==> config.mk <==
export PLATFORM = sky130hd
export DESIGN_NAME = rombank9_ctrl
export DESIGN_NICKNAME = d
export VERILOG_FILES = /design/src/rtl/rb9_pkg.sv /design/src/rtl/rb9_wr_decode.sv /design/src/rtl/rb9_bank_regs.sv /design/src/rtl/rb9_rom_map.sv /design/src/rtl/rb9_ram_gate.sv /design/src/rtl/rombank9_ctrl.sv
export SDC_FILE = /design/constraint.sdc
export NUM_CORES = 1
export LEC_CHECK = 0
export CORE_ASPECT_RATIO = 1.4
export CORE_MARGIN = 2
export CORE_UTILIZATION = 33
export DETAILED_ROUTE_END_ITERATION = 12
export PLACE_DENSITY = 0.95
export SKIP_CTS_REPAIR_TIMING = 1
export SYNTH_ARGS = -nofsm -noshare
export SYNTH_HDL_FRONTEND = slang
export SYNTH_SLANG_ARGS = --single-unit
==> constraint.sdc <==
create_clock -name clk -period 2.8 [get_ports clk]
set_input_delay 0.42 -clock clk [delete_from_list [all_inputs] [get_ports clk]]
set_output_delay 0.42 -clock clk [all_outputs]
set_load 0.1 [all_outputs]
==> src/rtl/rb9_pkg.sv <==
package rb9_pkg;

  localparam logic [7:0] RAM_KEY  = 8'h0A;
  localparam logic [7:0] OPEN_BUS = 8'hFF;

  typedef enum logic [2:0] {
    WT_NONE,
    WT_RAMEN,
    WT_BANKLO,
    WT_BANKHI,
    WT_RAMBANK,
    WT_IGNORED,
    WT_RAMDATA
  } wr_tgt_e;

  // Write target from the top address nibble
  function automatic wr_tgt_e decode_wr(input logic [3:0] nib);
    case (nib)
      4'h0, 4'h1: return WT_RAMEN;
      4'h2:       return WT_BANKLO;
      4'h3:       return WT_BANKHI;
      4'h4, 4'h5: return WT_RAMBANK;
      4'h6, 4'h7: return WT_IGNORED;
      4'hA, 4'hB: return WT_RAMDATA;
      default:    return WT_NONE;
    endcase
  endfunction

  function automatic logic in_rom_space(input logic [15:0] a);
    return !a[15];
  endfunction

  function automatic logic in_ram_window(input logic [15:0] a);
    return a[15:13] == 3'b101;
  endfunction

  // RAM key compare: the whole byte must match
  function automatic logic key_match(input logic [7:0] d);
    return d == RAM_KEY;
  endfunction

endpackage

==> src/rtl/rb9_wr_decode.sv <==
module rb9_wr_decode
  import rb9_pkg::*;
(
  input  logic [3:0] addr_nib,
  input  logic       wr,
  output logic       stb_ramen,
  output logic       stb_lo,
  output logic       stb_hi,
  output logic       stb_rambank,
  output logic       stb_ignored
);
  wr_tgt_e tgt;

  always_comb begin
    tgt         = decode_wr(addr_nib);
    stb_ramen   = wr && (tgt == WT_RAMEN);
    stb_lo      = wr && (tgt == WT_BANKLO);
    stb_hi      = wr && (tgt == WT_BANKHI);
    stb_rambank = wr && (tgt == WT_RAMBANK);
    stb_ignored = wr && (tgt == WT_IGNORED);
  end
endmodule

==> src/rtl/rb9_bank_regs.sv <==
module rb9_bank_regs
  import rb9_pkg::*;
#(
  parameter int ROM_BANK_W = 9,
  parameter int RAM_BANK_W = 4,
  localparam int LO_W = 8,
  localparam int HI_W = ROM_BANK_W - LO_W
) (
  input  logic                  clk,
  input  logic                  rst_n,
  input  logic [7:0]            wdata,
  input  logic                  stb_ramen,
  input  logic                  stb_lo,
  input  logic                  stb_hi,
  input  logic                  stb_rambank,
  output logic                  ram_on,
  output logic [LO_W-1:0]       bank_lo,
  output logic [HI_W-1:0]       bank_hi,
  output logic [RAM_BANK_W-1:0] ram_bank
);
  always_ff @(posedge clk or negedge rst_n) begin
    if (!rst_n) begin
      ram_on   <= 1'b0;
      bank_lo  <= LO_W'(1);
      bank_hi  <= '0;
      ram_bank <= '0;
    end else begin
      if (stb_ramen)   ram_on   <= key_match(wdata);
      if (stb_lo)      bank_lo  <= wdata;
      if (stb_hi)      bank_hi  <= wdata[HI_W-1:0];
      if (stb_rambank) ram_bank <= wdata[RAM_BANK_W-1:0];
    end
  end
endmodule

==> src/rtl/rb9_rom_map.sv <==
module rb9_rom_map #(
  parameter int ROM_BANK_W = 9,
  parameter int WIN_AW     = 14,
  parameter int LOG_W      = 4,
  localparam int ROM_AW    = ROM_BANK_W + WIN_AW
) (
  input  logic [ROM_BANK_W-1:0] bank_raw,
  input  logic [LOG_W-1:0]      cfg_log2,
  input  logic [WIN_AW:0]       addr,
  output logic [ROM_BANK_W-1:0] bank_eff,
  output logic [ROM_AW-1:0]     rom_addr
);
  logic [ROM_BANK_W-1:0] bank_mask;

  // Bit i survives when the bank count exceeds 2^i; counts above 2^ROM_BANK_W keep all bits
  for (genvar i = 0; i < ROM_BANK_W; i++) begin : g_mask
    assign bank_mask[i] = (cfg_log2 > LOG_W'(i));
  end

  function automatic logic [ROM_BANK_W-1:0] wrap_bank(input logic [ROM_BANK_W-1:0] raw,
                                                      input logic [ROM_BANK_W-1:0] mask);
    return raw & mask;
  endfunction

  always_comb begin
    bank_eff = wrap_bank(bank_raw, bank_mask);
    if (addr[WIN_AW]) rom_addr = {bank_eff, addr[WIN_AW-1:0]};
    else              rom_addr = {{ROM_BANK_W{1'b0}}, addr[WIN_AW-1:0]};
  end
endmodule

==> src/rtl/rb9_ram_gate.sv <==
module rb9_ram_gate
  import rb9_pkg::*;
#(
  parameter int RAM_BANK_W = 4,
  parameter int RAM_AW     = 13,
  localparam int PG_W      = RAM_AW - 8 + 1,
  localparam int RAM_PAW   = RAM_BANK_W + RAM_AW
) (
  input  logic [15:0]           addr,
  input  logic                  wr,
  input  logic                  ram_on,
  input  logic [RAM_BANK_W-1:0] ram_bank,
  input  logic [PG_W-1:0]       cfg_pages,
  input  logic [7:0]            rom_rdata,
  input  logic [7:0]            ram_rdata,
  output logic [RAM_PAW-1:0]    ram_addr,
  output logic                  page_ok,
  output logic                  ram_cs,
  output logic                  ram_we,
  output logic [7:0]            cpu_rdata
);
  // A page index can never reach 2^(PG_W-1), so large counts mean a full window
  function automatic logic page_present(input logic [PG_W-2:0] page,
                                        input logic [PG_W-1:0] pages);
    return {1'b0, page} < pages;
  endfunction

  always_comb begin
    ram_addr = {ram_bank, addr[RAM_AW-1:0]};
    page_ok  = page_present(addr[RAM_AW-1:8], cfg_pages);
    ram_cs   = in_ram_window(addr) && ram_on && page_ok;
    ram_we   = ram_cs && wr;
    if (in_rom_space(addr)) cpu_rdata = rom_rdata;
    else if (ram_cs)        cpu_rdata = ram_rdata;
    else                    cpu_rdata = OPEN_BUS;
  end
endmodule

==> src/rtl/rombank9_ctrl.sv <==
module rombank9_ctrl #(
  parameter int ROM_BANK_W = 9,
  parameter int RAM_BANK_W = 4,
  parameter int WIN_AW     = 14,
  parameter int RAM_AW     = 13,
  localparam int LOG_W     = $clog2(ROM_BANK_W + 1),
  localparam int PG_W      = RAM_AW - 8 + 1,
  localparam int ROM_AW    = ROM_BANK_W + WIN_AW,
  localparam int RAM_PAW   = RAM_BANK_W + RAM_AW,
  localparam int HI_W      = ROM_BANK_W - 8
) (
  input  logic               clk,
  input  logic               rst_n,
  input  logic [15:0]        cpu_addr,
  input  logic [7:0]         cpu_wdata,
  input  logic               cpu_wr,
  input  logic [LOG_W-1:0]   cfg_rom_banks_log2,
  input  logic [PG_W-1:0]    cfg_ram_pages,
  input  logic [7:0]         rom_rdata,
  input  logic [7:0]         ram_rdata,
  output logic [ROM_AW-1:0]  rom_addr,
  output logic [RAM_PAW-1:0] ram_addr,
  output logic               ram_cs,
  output logic               ram_we,
  output logic [7:0]         cpu_rdata
);
  // Named internal events for the checker
  logic                  stb_ramen, stb_lo, stb_hi, stb_rambank, stb_ignored;
  logic                  ram_on;
  logic [7:0]            bank_lo;
  logic [HI_W-1:0]       bank_hi;
  logic [RAM_BANK_W-1:0] ram_bank;
  logic [ROM_BANK_W-1:0] bank_eff;
  logic                  page_ok;

  rb9_wr_decode u_dec (
    .addr_nib    (cpu_addr[15:12]),
    .wr          (cpu_wr),
    .stb_ramen   (stb_ramen),
    .stb_lo      (stb_lo),
    .stb_hi      (stb_hi),
    .stb_rambank (stb_rambank),
    .stb_ignored (stb_ignored)
  );

  rb9_bank_regs #(.ROM_BANK_W(ROM_BANK_W), .RAM_BANK_W(RAM_BANK_W)) u_regs (
    .clk         (clk),
    .rst_n       (rst_n),
    .wdata       (cpu_wdata),
    .stb_ramen   (stb_ramen),
    .stb_lo      (stb_lo),
    .stb_hi      (stb_hi),
    .stb_rambank (stb_rambank),
    .ram_on      (ram_on),
    .bank_lo     (bank_lo),
    .bank_hi     (bank_hi),
    .ram_bank    (ram_bank)
  );

  rb9_rom_map #(.ROM_BANK_W(ROM_BANK_W), .WIN_AW(WIN_AW), .LOG_W(LOG_W)) u_rom (
    .bank_raw (ROM_BANK_W'({bank_hi, bank_lo})),
    .cfg_log2 (cfg_rom_banks_log2),
    .addr     (cpu_addr[WIN_AW:0]),
    .bank_eff (bank_eff),
    .rom_addr (rom_addr)
  );

  rb9_ram_gate #(.RAM_BANK_W(RAM_BANK_W), .RAM_AW(RAM_AW)) u_ram (
    .addr      (cpu_addr),
    .wr        (cpu_wr),
    .ram_on    (ram_on),
    .ram_bank  (ram_bank),
    .cfg_pages (cfg_ram_pages),
    .rom_rdata (rom_rdata),
    .ram_rdata (ram_rdata),
    .ram_addr  (ram_addr),
    .page_ok   (page_ok),
    .ram_cs    (ram_cs),
    .ram_we    (ram_we),
    .cpu_rdata (cpu_rdata)
  );
endmodule

==> run metrics <==
status finished clean; global routing usage summed across all routing layers 16.4%; post-synth top area cell sky130_fd_sc_hd__dfrtp_1; worst path arrival time 2.21 ns; end of the worst register-to-register path u_regs.ram_bank[2]$_DFFE_PN0P_; clock tree from TritonCTS yes; number of distinct library cells after synthesis 26; final number of setup-violating endpoints 0; detailed-route vias per instance 4.80; Worst Setup End Kind output pin; Power Dens Cells 554 mW/mm²; diodes inserted 0; cell chain of the critical path clkdlybuf4s50_1 > inv_1 > ha_1 > nand4_1 > o221ai_2 > o22a_1 > buf_12; ratio of cells with drive above 1 in the final layout 34.3%; Critical Path Fanout Max 10; DIE WIDTH 53.2 µm; core area 0.00332 mm²; Reg-to-Reg Start u_regs.ram_bank[2]$_DFFE_PN0P_; DR iter-0 viols 6; DRT Pass-1 Iters 3; final estimated routing congestion in global placement 0.736; critical setup path kind in2out; cell chosen for the clock root sky130_fd_sc_hd__clkbuf_8; reg-to-reg setup timing slack 2.04 ns; Tot Pwr 1.09 mW; number of non-filler instances in the completed layout 215; # nets final 233; count of placed standard cells including taps 211; leakage power total 0.872 nW; syn_area_per_cell 9.39 µm²; number of slew-limit violations in the final report 0; netlist area before placement 0.00112 mm²; achievable clock frequency 381 MHz; most common library cell in the layout ignoring fill and taps sky130_fd_sc_hd__clkdlybuf4s50_1; accumulated negative setup slack 0 ns; Post-DRT Antenna Nets 0; part of the Yosys area used for sequential elements 31.5%; total via count in the routed design 1031; hold path cells 1; worst hold-check path type reg2reg; number of CTS-inserted buffers 3; count of H-tree levels built during CTS 1; endpoint of the worst hold-timing path u_regs.bank_lo[7]$_DFFE_PN0P_; biggest cell delay along the critical path 0.47 ns; slew at the pin closest to its max-slew limit 0.603 ns; Synth Instances 119; unrepaired setup endpoints after global routing false; period utilization 93.8%; required time of the critical path 2.38 ns; count of pins on the block boundary 103; initial antenna violation count 0; worst IR drop on VDD 0.481 mV; crit path time final 2.63 ns; wire length of the first global-routing pass 4660 µm; worst setup slack after layout 0.175 ns; DIE HEIGHT 72.9 µm; depth of the worst register-to-register path 1; final number of hold-violating endpoints 0; number of placement rows 25; highest-count cells in the layout ignoring fill and taps 44 x sky130_fd_sc_hd__clkdlybuf4s50_1, 19 x sky130_fd_sc_hd__buf_12, 18 x sky130_fd_sc_hd__buf_4; pin count of the biggest net entering global routing 15; post-synthesis sequential element count 14; Worst Skew 0 ns; remaining design rule violation count 0; number of clock sinks seen by CTS 14; startpoint of the tightest hold check path u_regs.bank_lo[7]$_DFFE_PN0P_; cell types occupying the most area after synthesis sky130_fd_sc_hd__dfrtp_1 29%, sky130_fd_sc_hd__buf_4 18%, sky130_fd_sc_hd__mux2_2 13%; WL final 3050 µm; Ys Warns 0; clock-pin slew on the worst setup and hold paths 0.05 ns; setup slack after placement 0.154 ns; Synth top area share 29.1%; filler cell count in the final layout 280; via count of the first global-routing pass 1047; master of the slowest instance on the critical path sky130_fd_sc_hd__clkdlybuf4s50_1; Die Footprint 0.00387 mm²; Rel. slew slack 59.7%; Port Buffer Count 78; post-synthesis net count 176; kind of launch point of the worst setup path input port; average wire per standard cell 14.2 µm; number of buffers between clock root and the deepest sink 2; final core utilization 59.4%; Layout Area Growth over Synthesis 76.3%; max_cap viols 0; clock latency on the worst-skew pair 0.25 ns; Congestion Overflow GR 0; HPWL after detailed placement 2580 µm; Initial Utilization 33.7%
layer usage:
layer | wire (µm) | global-route usage [%] | vias up
met1 | 1030 | 16.3 | 481
met5 | 0 | 0 | -
li1 | - | - | 501
met2 | 1760 | 31.5 | 34
met3 | 169 | 1.43 | 15
met4 | 83 | 9.40 | 0
cell type report:
class / instances / area, µm² / share of cell area [%]
Tap cell: 40 / 50.0 / 2.54
Sequential cell: 14 / 352 / 17.9
Timing Repair Buffer: 81 / 956 / 48.5
Multi-Input combinational cell: 66 / 519 / 26.4
Inverter: 10 / 37.5 / 1.91
Clock buffer: 4 / 55.1 / 2.80
cells by family after synthesis:
| logic type | count (synthesis) | synth area share (%) |
|---|---|---|
| fa+ha+maj | 4 | 4.48 |
| buf+inv | 39 | 22.3 |
| compound gates | 20 | 13.0 |
| simple gates | 29 | 15.7 |
| mux | 13 | 13.1 |
| flops | 14 | 31.5 |
cells in the mapped netlist:
library cell and instances:
sky130_fd_sc_hd__buf_4 27, sky130_fd_sc_hd__dfrtp_1 13, sky130_fd_sc_hd__mux2_2 13, sky130_fd_sc_hd__inv_1 10, sky130_fd_sc_hd__a21oi_1 8, sky130_fd_sc_hd__nand2_1 8, sky130_fd_sc_hd__o22a_1 8, sky130_fd_sc_hd__nor2_1 7
sky130_fd_sc_hd__ha_1 4, sky130_fd_sc_hd__nand3_1 3, sky130_fd_sc_hd__nor4_1 2, sky130_fd_sc_hd__o21ai_0 2, sky130_fd_sc_hd__and3_1 1, sky130_fd_sc_hd__buf_2 1, sky130_fd_sc_hd__clkbuf_1 1, sky130_fd_sc_hd__dfstp_2 1
sky130_fd_sc_hd__nand2b_1 1, sky130_fd_sc_hd__nand4_1 1, sky130_fd_sc_hd__nand4b_1 1, sky130_fd_sc_hd__nor2_8 1, sky130_fd_sc_hd__nor3_1 1, sky130_fd_sc_hd__nor4b_2 1, sky130_fd_sc_hd__nor4bb_1 1, sky130_fd_sc_hd__o221ai_2 1
sky130_fd_sc_hd__o311a_1 1, sky130_fd_sc_hd__or4b_4 1
flip-flops by register name (all words and copies together), names as in the netlist:
| name | count |
|---|---|
| u_regs.bank_hi | 1 |
| u_regs.bank_lo | 8 |
| u_regs.ram_bank | 4 |
| u_regs.ram_on | 1 |
metrics by stage:
step	instance area, µm²	hold WS, ns
finish	1970	0.504
global route	1970	0.525
CTS	1970	0.506
detailed placement	1910	0.493
global placement	1910	0.487
floorplan	1120	0.124
critical path, delay by kind of cell:
family	cells	cell delay (ns)
AOI/OAI and AO/OA	2	0.71
adders and majority gates	1	0.28
buffers and inverters	3	0.69
and+or+nand+nor	1	0.09
worst max path at each step:
stage                                 from            to  depth (start not counted)  slack (ns)
final                     cfg_ram_pages[4]  cpu_rdata[7]                          7        0.17
after global routing      cfg_ram_pages[4]  cpu_rdata[0]                          7        0.06
after CTS                 cfg_ram_pages[4]  cpu_rdata[7]                          7        0.14
after detailed placement  cfg_ram_pages[4]  cpu_rdata[7]                          7        0.15
after global placement    cfg_ram_pages[3]  cpu_rdata[2]                          7        0.19
after floorplan               cpu_addr[14]  rom_addr[14]                          3        0.17
report_power, final:
group	internal, mW	switching, mW
registers	0.249	0.0219
clock network	0.125	0.0701
logic	0.218	0.408
Note: power is estimated with default switching activity, not from simulation.
